File: config.mk
export PLATFORM = sky130hd
export DESIGN_NAME = dac_serial_front
export DESIGN_NICKNAME = d
export VERILOG_FILES = /design/src/rtl/dacfe_pkg.sv /design/src/rtl/dacfe_sync_edge.sv /design/src/rtl/dacfe_shifter.sv /design/src/rtl/dacfe_core.sv /design/src/rtl/dac_serial_front.sv
export SDC_FILE = /design/constraint.sdc
export NUM_CORES = 1
export LEC_CHECK = 0
export BUFFER_PORTS_ARGS = -buffer_cell sky130_fd_sc_hd__buf_2
export CAP_MARGIN = 20
export CORE_UTILIZATION = 54
export DETAILED_ROUTE_END_ITERATION = 8
export PLACE_DENSITY = 0.82
export SETUP_SLACK_MARGIN = 0.02
export SKIP_LAST_GASP = 1
export SLEW_MARGIN = 20
export SYNTH_ARGS = -nofsm -noshare
export SYNTH_HDL_FRONTEND = slang
export SYNTH_SLANG_ARGS = --single-unit
File: constraint.sdc
create_clock -name clk -period 1.75 [get_ports clk]
set_input_delay 0.175 -clock clk [delete_from_list [all_inputs] [get_ports clk]]
set_output_delay 0.175 -clock clk [all_outputs]
set_load 0.1 [all_outputs]
File: src/rtl/dacfe_pkg.sv
package dacfe_pkg;
   localparam int FRAME_BITS = 24;
   localparam int CMD_MSB    = 23;
   localparam int DATA_BITS  = 16;

   typedef enum logic [3:0] {
      OP_WRITE     = 4'b0000,
      OP_UPDATE    = 4'b0001,
      OP_WRITE_UPD = 4'b0011,
      OP_PDOWN     = 4'b0100,
      OP_REF_INT   = 4'b0110,
      OP_REF_SUPP  = 4'b0111
   } op_e;
endpackage

File: src/rtl/dacfe_sync_edge.sv
module dacfe_sync_edge #(
   parameter int   STAGES = 2,
   parameter logic INIT   = 1'b0
) (
   input  logic clk,
   input  logic rst_n,
   input  logic d_i,
   output logic lvl_o,
   output logic rise_o,
   output logic fall_o
);
   logic [STAGES:0] pipe_q;

   if (STAGES < 2) begin : g_bad_stages
      $error("dacfe_sync_edge: STAGES must be at least 2");
   end

   always_ff @(posedge clk or negedge rst_n) begin
      if (!rst_n) pipe_q <= {(STAGES+1){INIT}};
      else        pipe_q <= {pipe_q[STAGES-1:0], d_i};
   end

   assign lvl_o  = pipe_q[STAGES-1];
   assign rise_o = pipe_q[STAGES-1] & ~pipe_q[STAGES];
   assign fall_o = ~pipe_q[STAGES-1] & pipe_q[STAGES];

   // an edge pulse never lasts more than one cycle
   p_edge_single_r1: assert property (@(posedge clk) disable iff (!rst_n)
      rise_o |=> !rise_o);
endmodule

File: src/rtl/dacfe_shifter.sv
module dacfe_shifter
   import dacfe_pkg::*;
(
   input  logic                  clk,
   input  logic                  rst_n,
   input  logic                  cs_lvl_i,
   input  logic                  cs_fall_i,
   input  logic                  cs_rise_i,
   input  logic                  sck_rise_i,
   input  logic                  sdi_i,
   output logic [FRAME_BITS-1:0] frame_o,
   output logic                  exec_o
);
   localparam int CNT_W = $clog2(FRAME_BITS + 1);

   logic [FRAME_BITS-1:0] shreg_q;
   logic [CNT_W-1:0]      cnt_q, cnt_base;

   assign cnt_base = cs_fall_i ? '0 : cnt_q;

   always_ff @(posedge clk or negedge rst_n) begin
      if (!rst_n) begin
         shreg_q <= '0;
         cnt_q   <= '0;
         exec_o  <= 1'b0;
      end else begin
         exec_o <= cs_rise_i && (cnt_q == CNT_W'(FRAME_BITS));
         if (sck_rise_i && !cs_lvl_i) begin
            shreg_q <= {shreg_q[FRAME_BITS-2:0], sdi_i};
            cnt_q   <= (cnt_base == CNT_W'(FRAME_BITS)) ? cnt_base : cnt_base + 1'b1;
         end else begin
            cnt_q   <= cnt_base;
         end
      end
   end

   assign frame_o = shreg_q;

   // the bit count saturates at one frame length
   p_cnt_bound_r3: assert property (@(posedge clk) disable iff (!rst_n)
      cnt_q <= CNT_W'(FRAME_BITS));
   // no shifting while the strobe is high
   p_no_shift_idle_r1: assert property (@(posedge clk) disable iff (!rst_n)
      (cs_lvl_i && !cs_fall_i) |=> $stable(shreg_q));
endmodule

File: src/rtl/dacfe_core.sv
module dacfe_core
   import dacfe_pkg::*;
#(
   parameter int RES_BITS      = 12,
   parameter bit RESET_MID     = 1'b0,
   parameter int SETTLE_CYCLES = 2250
) (
   input  logic                  clk,
   input  logic                  rst_n,
   input  logic                  exec_i,
   input  logic [FRAME_BITS-1:0] frame_i,
   output logic [RES_BITS-1:0]   code_o,
   output logic                  pdown_o,
   output logic                  ref_supply_o,
   output logic                  settled_o
);
   localparam int ST_W = $clog2(SETTLE_CYCLES + 1);
   localparam logic [RES_BITS-1:0] RST_CODE =
      RESET_MID ? {1'b1, {(RES_BITS-1){1'b0}}} : '0;

   logic [RES_BITS-1:0] stage_q, dac_q, new_code;
   logic [ST_W-1:0]     settle_q;
   logic                pd_q, refs_q;
   logic [3:0]          op;

   assign op       = frame_i[CMD_MSB -: 4];
   assign new_code = frame_i[DATA_BITS-1 -: RES_BITS];

   always_ff @(posedge clk or negedge rst_n) begin
      if (!rst_n) begin
         stage_q  <= RST_CODE;
         dac_q    <= RST_CODE;
         pd_q     <= 1'b0;
         refs_q   <= 1'b0;
         settle_q <= '0;
      end else begin
         if (settle_q != '0) settle_q <= settle_q - 1'b1;
         if (exec_i) begin
            case (op)
               OP_WRITE: stage_q <= new_code;
               OP_UPDATE: begin
                  dac_q <= stage_q;
                  pd_q  <= 1'b0;
                  if (pd_q) settle_q <= ST_W'(SETTLE_CYCLES);
               end
               OP_WRITE_UPD: begin
                  stage_q <= new_code;
                  dac_q   <= new_code;
                  pd_q    <= 1'b0;
                  if (pd_q) settle_q <= ST_W'(SETTLE_CYCLES);
               end
               OP_PDOWN:    pd_q   <= 1'b1;
               OP_REF_INT:  refs_q <= 1'b0;
               OP_REF_SUPP: refs_q <= 1'b1;
               default: ;
            endcase
         end
      end
   end

   assign code_o       = dac_q;
   assign pdown_o      = pd_q;
   assign ref_supply_o = refs_q;
   assign settled_o    = !pd_q && (settle_q == '0);

   // the output register moves only when a command executes
   p_dac_only_on_exec_r9: assert property (@(posedge clk) disable iff (!rst_n)
      !exec_i |=> $stable(code_o));
   // entering power-down never disturbs the active code
   p_pd_keeps_code_r7: assert property (@(posedge clk) disable iff (!rst_n)
      $rose(pdown_o) |-> $stable(code_o));
   // a wake-up is never reported as settled in the same cycle
   p_wake_unsettled_r11: assert property (@(posedge clk) disable iff (!rst_n)
      $fell(pdown_o) |-> !settled_o);
   // the reference choice changes only on a command
   p_ref_on_exec_r8: assert property (@(posedge clk) disable iff (!rst_n)
      !exec_i |=> $stable(ref_supply_o));
endmodule

File: src/rtl/dac_serial_front.sv
module dac_serial_front
   import dacfe_pkg::*;
#(
   parameter int RES_BITS      = 12,
   parameter bit RESET_MID     = 1'b0,
   parameter int SETTLE_CYCLES = 2250,
   parameter int SYNC_STAGES   = 2
) (
   input  logic                clk,
   input  logic                rst_n,
   input  logic                cs_ld_n,
   input  logic                sck,
   input  logic                sdi,
   output logic [RES_BITS-1:0] code_o,
   output logic                pdown_o,
   output logic                ref_supply_o,
   output logic                settled_o
);
   if (RES_BITS != 8 && RES_BITS != 10 && RES_BITS != 12) begin : g_bad_res
      $error("dac_serial_front: RES_BITS must be 8, 10 or 12");
   end
   if (SETTLE_CYCLES < 1) begin : g_bad_settle
      $error("dac_serial_front: SETTLE_CYCLES must be positive");
   end

   logic cs_lvl, cs_rise, cs_fall;
   logic sck_lvl, sck_rise, sck_fall;
   logic sdi_lvl, sdi_rise, sdi_fall;
   logic exec;
   logic [FRAME_BITS-1:0] frame;

   dacfe_sync_edge #(.STAGES(SYNC_STAGES), .INIT(1'b1)) u_cs (
      .clk(clk), .rst_n(rst_n), .d_i(cs_ld_n),
      .lvl_o(cs_lvl), .rise_o(cs_rise), .fall_o(cs_fall));
   dacfe_sync_edge #(.STAGES(SYNC_STAGES), .INIT(1'b0)) u_sck (
      .clk(clk), .rst_n(rst_n), .d_i(sck),
      .lvl_o(sck_lvl), .rise_o(sck_rise), .fall_o(sck_fall));
   dacfe_sync_edge #(.STAGES(SYNC_STAGES), .INIT(1'b0)) u_sdi (
      .clk(clk), .rst_n(rst_n), .d_i(sdi),
      .lvl_o(sdi_lvl), .rise_o(sdi_rise), .fall_o(sdi_fall));

   dacfe_shifter u_shift (
      .clk(clk), .rst_n(rst_n),
      .cs_lvl_i(cs_lvl), .cs_fall_i(cs_fall), .cs_rise_i(cs_rise),
      .sck_rise_i(sck_rise), .sdi_i(sdi_lvl),
      .frame_o(frame), .exec_o(exec));

   dacfe_core #(
      .RES_BITS(RES_BITS), .RESET_MID(RESET_MID), .SETTLE_CYCLES(SETTLE_CYCLES)
   ) u_core (
      .clk(clk), .rst_n(rst_n), .exec_i(exec), .frame_i(frame),
      .code_o(code_o), .pdown_o(pdown_o),
      .ref_supply_o(ref_supply_o), .settled_o(settled_o));

   // right after reset the channel is powered on the internal reference
   p_reset_state_r10: assert property (@(posedge clk)
      $rose(rst_n) |-> (!pdown_o && !ref_supply_o && settled_o));
endmodule

==> results of run 1 <==
[per-stage QoR]
step / utilization / area, µm² / hold slack, ns / setup slack (ns)
5_1_grt: 0.704 / 3900 / 0.359 / -0.438
3_5_place_dp: 0.633 / 3510 / 0.204 / -0.147
2_1_floorplan: - / 3150 / -0.121 / -0.147
4_1_cts: 0.695 / 3850 / 0.357 / -0.373
6_report: 0.704 / 3900 / 0.354 / -0.367
3_3_place_gp: 0.633 / 3510 / 0.201 / -0.0560
[final timing paths]
path                                        to  slack [ns]  depth (start not counted)
max                                  settled_o       -0.37                          4
min                            u_sdi.pipe_q[1]        0.35                          0
max reg2reg                 u_core.settle_q[8]       -0.28                          5
min reg2reg                    u_sdi.pipe_q[1]        0.35                          0
max in group asynchronous     u_core.code_o[8]        0.84                          3
min in group asynchronous  u_shift.frame_o[23]        0.37                          2
[state kept, by name, indices dropped and copies added (netlist names)]
register             count
u_shift.cnt_q            5
u_shift.frame_o         24
u_core.code_o           12
u_core.settle_q         12
u_shift.exec_o           1
u_core.stage_q          12
u_core.ref_supply_o      1
u_cs.pipe_q              3
u_sck.pipe_q             3
u_sdi.pipe_q             2
u_core.pdown_o           1
[logic make-up (layout without fill, tap and decap cells)]
group | count (synthesis) | after routing | share of synthesized area
AOI/OAI and AO/OA | 44 | 44 | 0.0821
DFF | 76 | 76 | 0.607
buffers and inverters | 18 | 73 | 0.0219
and+or+nand+nor | 71 | 71 | 0.125
adders and majority gates | 4 | 4 | 0.0159
xor gates and xnor gates | 8 | 8 | 0.0223
muxes | 35 | 35 | 0.126
[per-layer routing]
layer	vias up	routed length [µm]	share of wire
met4	0	45	0.0075
met2	44	3050	0.51
met5	-	0	0
met3	5	220	0.037
met1	1066	2670	0.45
li1	1019	-	-
[cell type report]
class	count	area [µm²]
repair buffers	49	395
fillers	380	1640
clock inverters	5	60.1
well taps	72	90.1
clock buffers	11	151
multi-input cells	162	1270
inverters	8	30.0
flip-flops and latches	76	1910
[worst max-delay path: stages, from the launching register on]
cell and delay, ns:
dfrtp_1 0.38, or4_4 0.56, nor4_4 0.30, and2_4 0.20, buf_12 0.17
[cells in the final DEF, fill, tap and decap left out, drive strengths merged, types with 6 or more instances in the layout]
cell,instances
nor3,6
inv,8
clkbuf,11
nand2,25
o22ai,13
o21ai,22
mux2,35
buf,45
nor2,6
dfrtp,73
[report_power, final]
group,switching [mW],internal (mW)
clock network,0.628,0.739
registers,0.0744,1.86
logic,0.0787,0.100
[what timing repair did]
| action | 4_1_cts | 5_1_grt |
|---|---|---|
| buffers inserted | 3 | 1 |
| hold buffers | 4 | 0 |
| gates resized for setup | 16 | 14 |
| endpoints found under the hold margin | 41 | 0 |
| pin swaps | 13 | 12 |
| endpoints found under the setup margin | 12 | 15 |
==> out/summary.txt, run 1 <==
Status: finished with violations
Failing checks: setup timing
Gpl congestion: 0.875
Vias per inst: 5.57
Synth cell count leaders: dfrtp_1, mux2_2, nand2_1
Synth cell types: 37
Crit end category: primary output
Max Slew Vio Count: 0
Post-route worst setup slack: -0.367 ns
EDFF count, synth: 0
Die Wd: 78.2 µm
H-Tree Depth: 3
Mapped Cells: 256
Per-cell routed wire length: 15.6 µm
Max IR drop VDD: 0.664 mV
Commonest register cell after synthesis: dfrtp_1
Synthesis Warnings: 0
Critical path launch point type: register
Post-DP HPWL: 3710 µm
Initial antenna violation count: 0
Fmax: 472 MHz
Area contributors post-synth: dfrtp_1, mux2_2, o21ai_0
Top-area cell type share of the netlist area: 0.582
Gr ovfl total: 0
DR vias: 2134
Crit-path max FO: 2
CTS Buffer Depth: 2
IO buf count: 19
Cts bufs inserted: 9
CP required: 1.57 ns
Row cnt: 27
Placed cell count: 359
Cell leakage power: 1.93 nW
Clk_skew: 0.00910 ns
First-pass GRT wire length: 10300 µm
Number of global-route vias before repair: 2168
Layout Nets: 315
Clock root buffer: clkbuf_8
Most frequent cell after synthesis: dfrtp_1
I/O pin cnt: 20
Global routing usage on met2: 0.370
Post-route antenna net violation count: 0
DRC errors left: 0
Syn Area/Cell: 12.3 µm²
CP Data Arrival Time: 1.94 ns
Met1 GRT Util: 0.283
Slew margin rel.: 0.635
Tmin final: 2.12 ns
Yosys reg bits: 76
Die area: 0.00612 mm²
Final period util: 1.21
Final hold viol count: 0
Iter 0 DRT Violations: 64
Unrepaired setup endpoints after global routing: yes
Core Region: 0.00554 mm²
Finished Layout Cells: 383
P&R area growth vs syn: 24.2%
CTS tree: yes
Global routing's busiest layer: met2
Largest net degree at the start of global routing: 44
Chip Height: 78.2 µm
Power Total: 3.48 mW
Routed WL: 5990 µm
Mapped Nets: 265
Layout cell share with drive strength beyond 1: 0.395
Crit path launch: u_core.settle_q[9]
Fraction of the yosys area taken by sequential cells: 0.607
Worst-Skew Late Latency: 0.34 ns
Cell area after synthesis: 0.00314 mm²
Reg clk slew, reported paths: 0.08 ns
Global Route met3 Usage: 0.0640
Yosys top cell by area: dfrtp_1
Setup_tns: -1.29 ns
Post-synthesis async set-or-reset flop share: 1.00
# diodes: 0
Worst slew pin tran: 0.548 ns
Tot GR Track Use: 0.222
PD cells: 893 mW/mm²
MaxCap Viol Count: 0
Worst hold path type: register to register
DRT Pass-1 Iters: 4
WS Path Type: register to primary output
Clock sink count: 76
Starting density of the core: 0.567
Setup violators final: 12
Worst r2r src: u_core.settle_q[5]
Min-Delay Startpoint: u_sdi.pipe_q[0]
Note: power is estimated with default switching activity, not from simulation.
==> run 2, diff against run 1 <==
--- a/config.mk
+++ b/config.mk
@@ -7,9 +7,10 @@
 export LEC_CHECK = 0
 export BUFFER_PORTS_ARGS = -buffer_cell sky130_fd_sc_hd__buf_2
 export CAP_MARGIN = 20
-export CORE_UTILIZATION = 54
+export CORE_UTILIZATION = 40
+export CTS_CLUSTER_SIZE = 14
 export DETAILED_ROUTE_END_ITERATION = 8
-export PLACE_DENSITY = 0.82
+export PLACE_DENSITY = 0.66
 export SETUP_SLACK_MARGIN = 0.02
 export SKIP_LAST_GASP = 1
 export SLEW_MARGIN = 20
==> out/summary.txt, run 2 (synthesized netlist as in run 1, its figures left out) <==
Setup violators final: 11 (was 12)
Crit-path max FO: 2 (unchanged)
Core Region: 0.00741 mm² (was 0.00554 mm²)
Register Area: 0.00191 mm² (unchanged)
Initial antenna violation count: 0 (unchanged)
Worst slew pin tran: 0.495 ns (was 0.548 ns)
WS Path Type: register to primary output (unchanged)
DRC errors left: 0 (unchanged)
CTS tree: yes (unchanged)
Post-DP HPWL: 3580 µm (was 3710 µm)
Most frequent cells in the layout: dfrtp_1, mux2_2, nand2_1 (unchanged)
CP required: 1.57 ns (about the same)
Fillcell total: 641 (was 380)
Area of the multi-input gates: 0.00128 mm² (was 0.00127 mm²)
Slew margin rel.: 0.669 (was 0.635)
Crit end category: primary output (unchanged)
Worst hold path type: primary input to async pin (was register to register)
MaxCap Viol Count: 0 (unchanged)
Vias per inst: 5.07 (was 5.57)
Pre-CTS setup slack: -0.115 ns (was -0.147 ns)
PD cells: 868 mW/mm² (was 893 mW/mm²)
CTS Buffer Depth: 2 (unchanged)
Tmin final: 2.13 ns (was 2.12 ns)
Failing checks: setup timing (unchanged)
H-Tree Depth: 3 (unchanged)
Cts bufs inserted: 9 (unchanged)
Unrepaired setup endpoints after global routing: yes (unchanged)
Fmax: 470 MHz (was 472 MHz)
Max IR drop VDD: 0.426 mV (was 0.664 mV)
Largest net degree at the start of global routing: 35 (was 44)
Reg clk slew, reported paths: 0.07 ns (was 0.08 ns)
Die Wd: 90.6 µm (was 78.2 µm)
Layout Nets: 314 (was 315)
Layout cell share with drive strength beyond 1: 0.379 (was 0.395)
CP Data Arrival Time: 1.95 ns (was 1.94 ns)
Commonest non-fill, non-tap cell in the layout: dfrtp_1 (unchanged)
Gr ovfl total: 0 (unchanged)
Starting density of the core: 0.424 (was 0.567)
Cell leakage power: 1.91 nW (was 1.93 nW)
IO buf count: 19 (unchanged)
Chip Height: 90.6 µm (was 78.2 µm)
Area post-placement: 0.00353 mm² (was 0.00351 mm²)
DR vias: 2070 (was 2134)
Worst-Skew Late Latency: 0.34 ns (about the same)
# diodes: 0 (unchanged)
Clk_skew: 0.00579 ns (was 0.00910 ns)
Tot GR Track Use: 0.151 (was 0.222)
Clock sink count: 76 (unchanged)
Per-cell routed wire length: 13.7 µm (was 15.6 µm)
Routed WL: 5600 µm (was 5990 µm)
Die area: 0.00821 mm² (was 0.00612 mm²)
Iter 0 DRT Violations: 144 (was 64)
Clock root buffer: clkbuf_8 (unchanged)
Post-route worst setup slack: -0.379 ns (was -0.367 ns)
Row cnt: 31 (was 27)
Final period util: 1.22 (was 1.21)
Crit path launch: u_core.settle_q[7] (was u_core.settle_q[9])
Final Cell Area: 0.00391 mm² (was 0.00390 mm²)
Hold slack final: 0.340 ns (was 0.354 ns)
Number of flip-flops in the largest register: 24 (unchanged)
Post-route antenna net violation count: 0 (unchanged)
Worst r2r src: u_core.settle_q[4] (was u_core.settle_q[5])
Max Slew Vio Count: 0 (unchanged)
P&R area growth vs syn: 24.6% (was 24.2%)
Status: finished with violations (unchanged)
Number of global-route vias before repair: 1950 (was 2168)
I/O pin cnt: 20 (unchanged)
First-pass GRT wire length: 9520 µm (was 10300 µm)
Final hold viol count: 0 (unchanged)
Gpl congestion: 0.773 (was 0.875)
Critical path launch point type: register (unchanged)
DRT Pass-1 Iters: 4 (unchanged)
run 2: cell types whose count changed in the layout (fill, tap and decap cells not counted), moves of 2 or more:
cell / delta
nand2b_2: -2
clkbuf_1: +3
or3_4: +2
buf_6: -3
o21ai_0: +3
nand2b_4: +2
o21ai_1: -3
clkinv_4: -2
run 2: layout make-up:
type                       count  share of cell area
tap                           99              0.0317
clock inverter                 2             0.00896
timing repair buffer          48              0.0982
multi-input combinational    162               0.328
inverter                       8             0.00768
sequential                    76               0.487
clock buffer                  13              0.0381
run 2: routing by layer:
metal | up-vias | wire [µm] | track usage
met2 | 31 | 2460 | 0.209
met3 | 10 | 168 | 0.0311
met5 | - | 0 | 0
met1 | 1008 | 2850 | 0.218
met4 | 0 | 124 | 0.0887
li1 | 1021 | - | -
run 2: what timing repair did:
item                       in CTS  in global routing
resized for setup               4                 22
pin swaps                       6                 11
hold buffers                    4                  0
hold endpoints to repair       32                  0
setup buffers                   1                  3
setup endpoints to repair       9                 14
run 2: final timing paths:
path	slack, ns	cells after the start	to
setup reg to reg	-0.24	5	u_core.settle_q[8]
hold / removal	0.34	2	u_shift.frame_o[6]
setup / recovery	-0.38	4	settled_o
hold reg to reg	0.35	0	u_sck.pipe_q[1]
min in group clk	0.35	0	u_sck.pipe_q[1]
max in group asynchronous	0.83	3	u_cs.pipe_q[1]
run 2: power breakdown:
part / total [mW] / internal (mW) / switching, mW
Combinational: 0.176 / 0.100 / 0.0757
Sequential: 1.94 / 1.86 / 0.0755
Clock: 1.28 / 0.690 / 0.593
Total: 3.40 / 2.65 / 0.744
run 2: stage by stage:
step           cells   util  setup TNS, ns  power, mW
3_5_place_dp     385  0.477         -0.356       2.14
6_report         408  0.528          -1.10       3.40
2_1_floorplan    256      -         -0.328       2.06
4_1_cts          405  0.511         -0.844       3.43
3_3_place_gp     385  0.477         -0.217       2.13
5_1_grt          408  0.528          -1.90       3.55
run 2: critical path: stages, from the launching register on:
cell and delay, ns:
dfrtp_1 0.38, or4_4 0.57, nor4_4 0.30, and2_4 0.19, buf_12 0.16
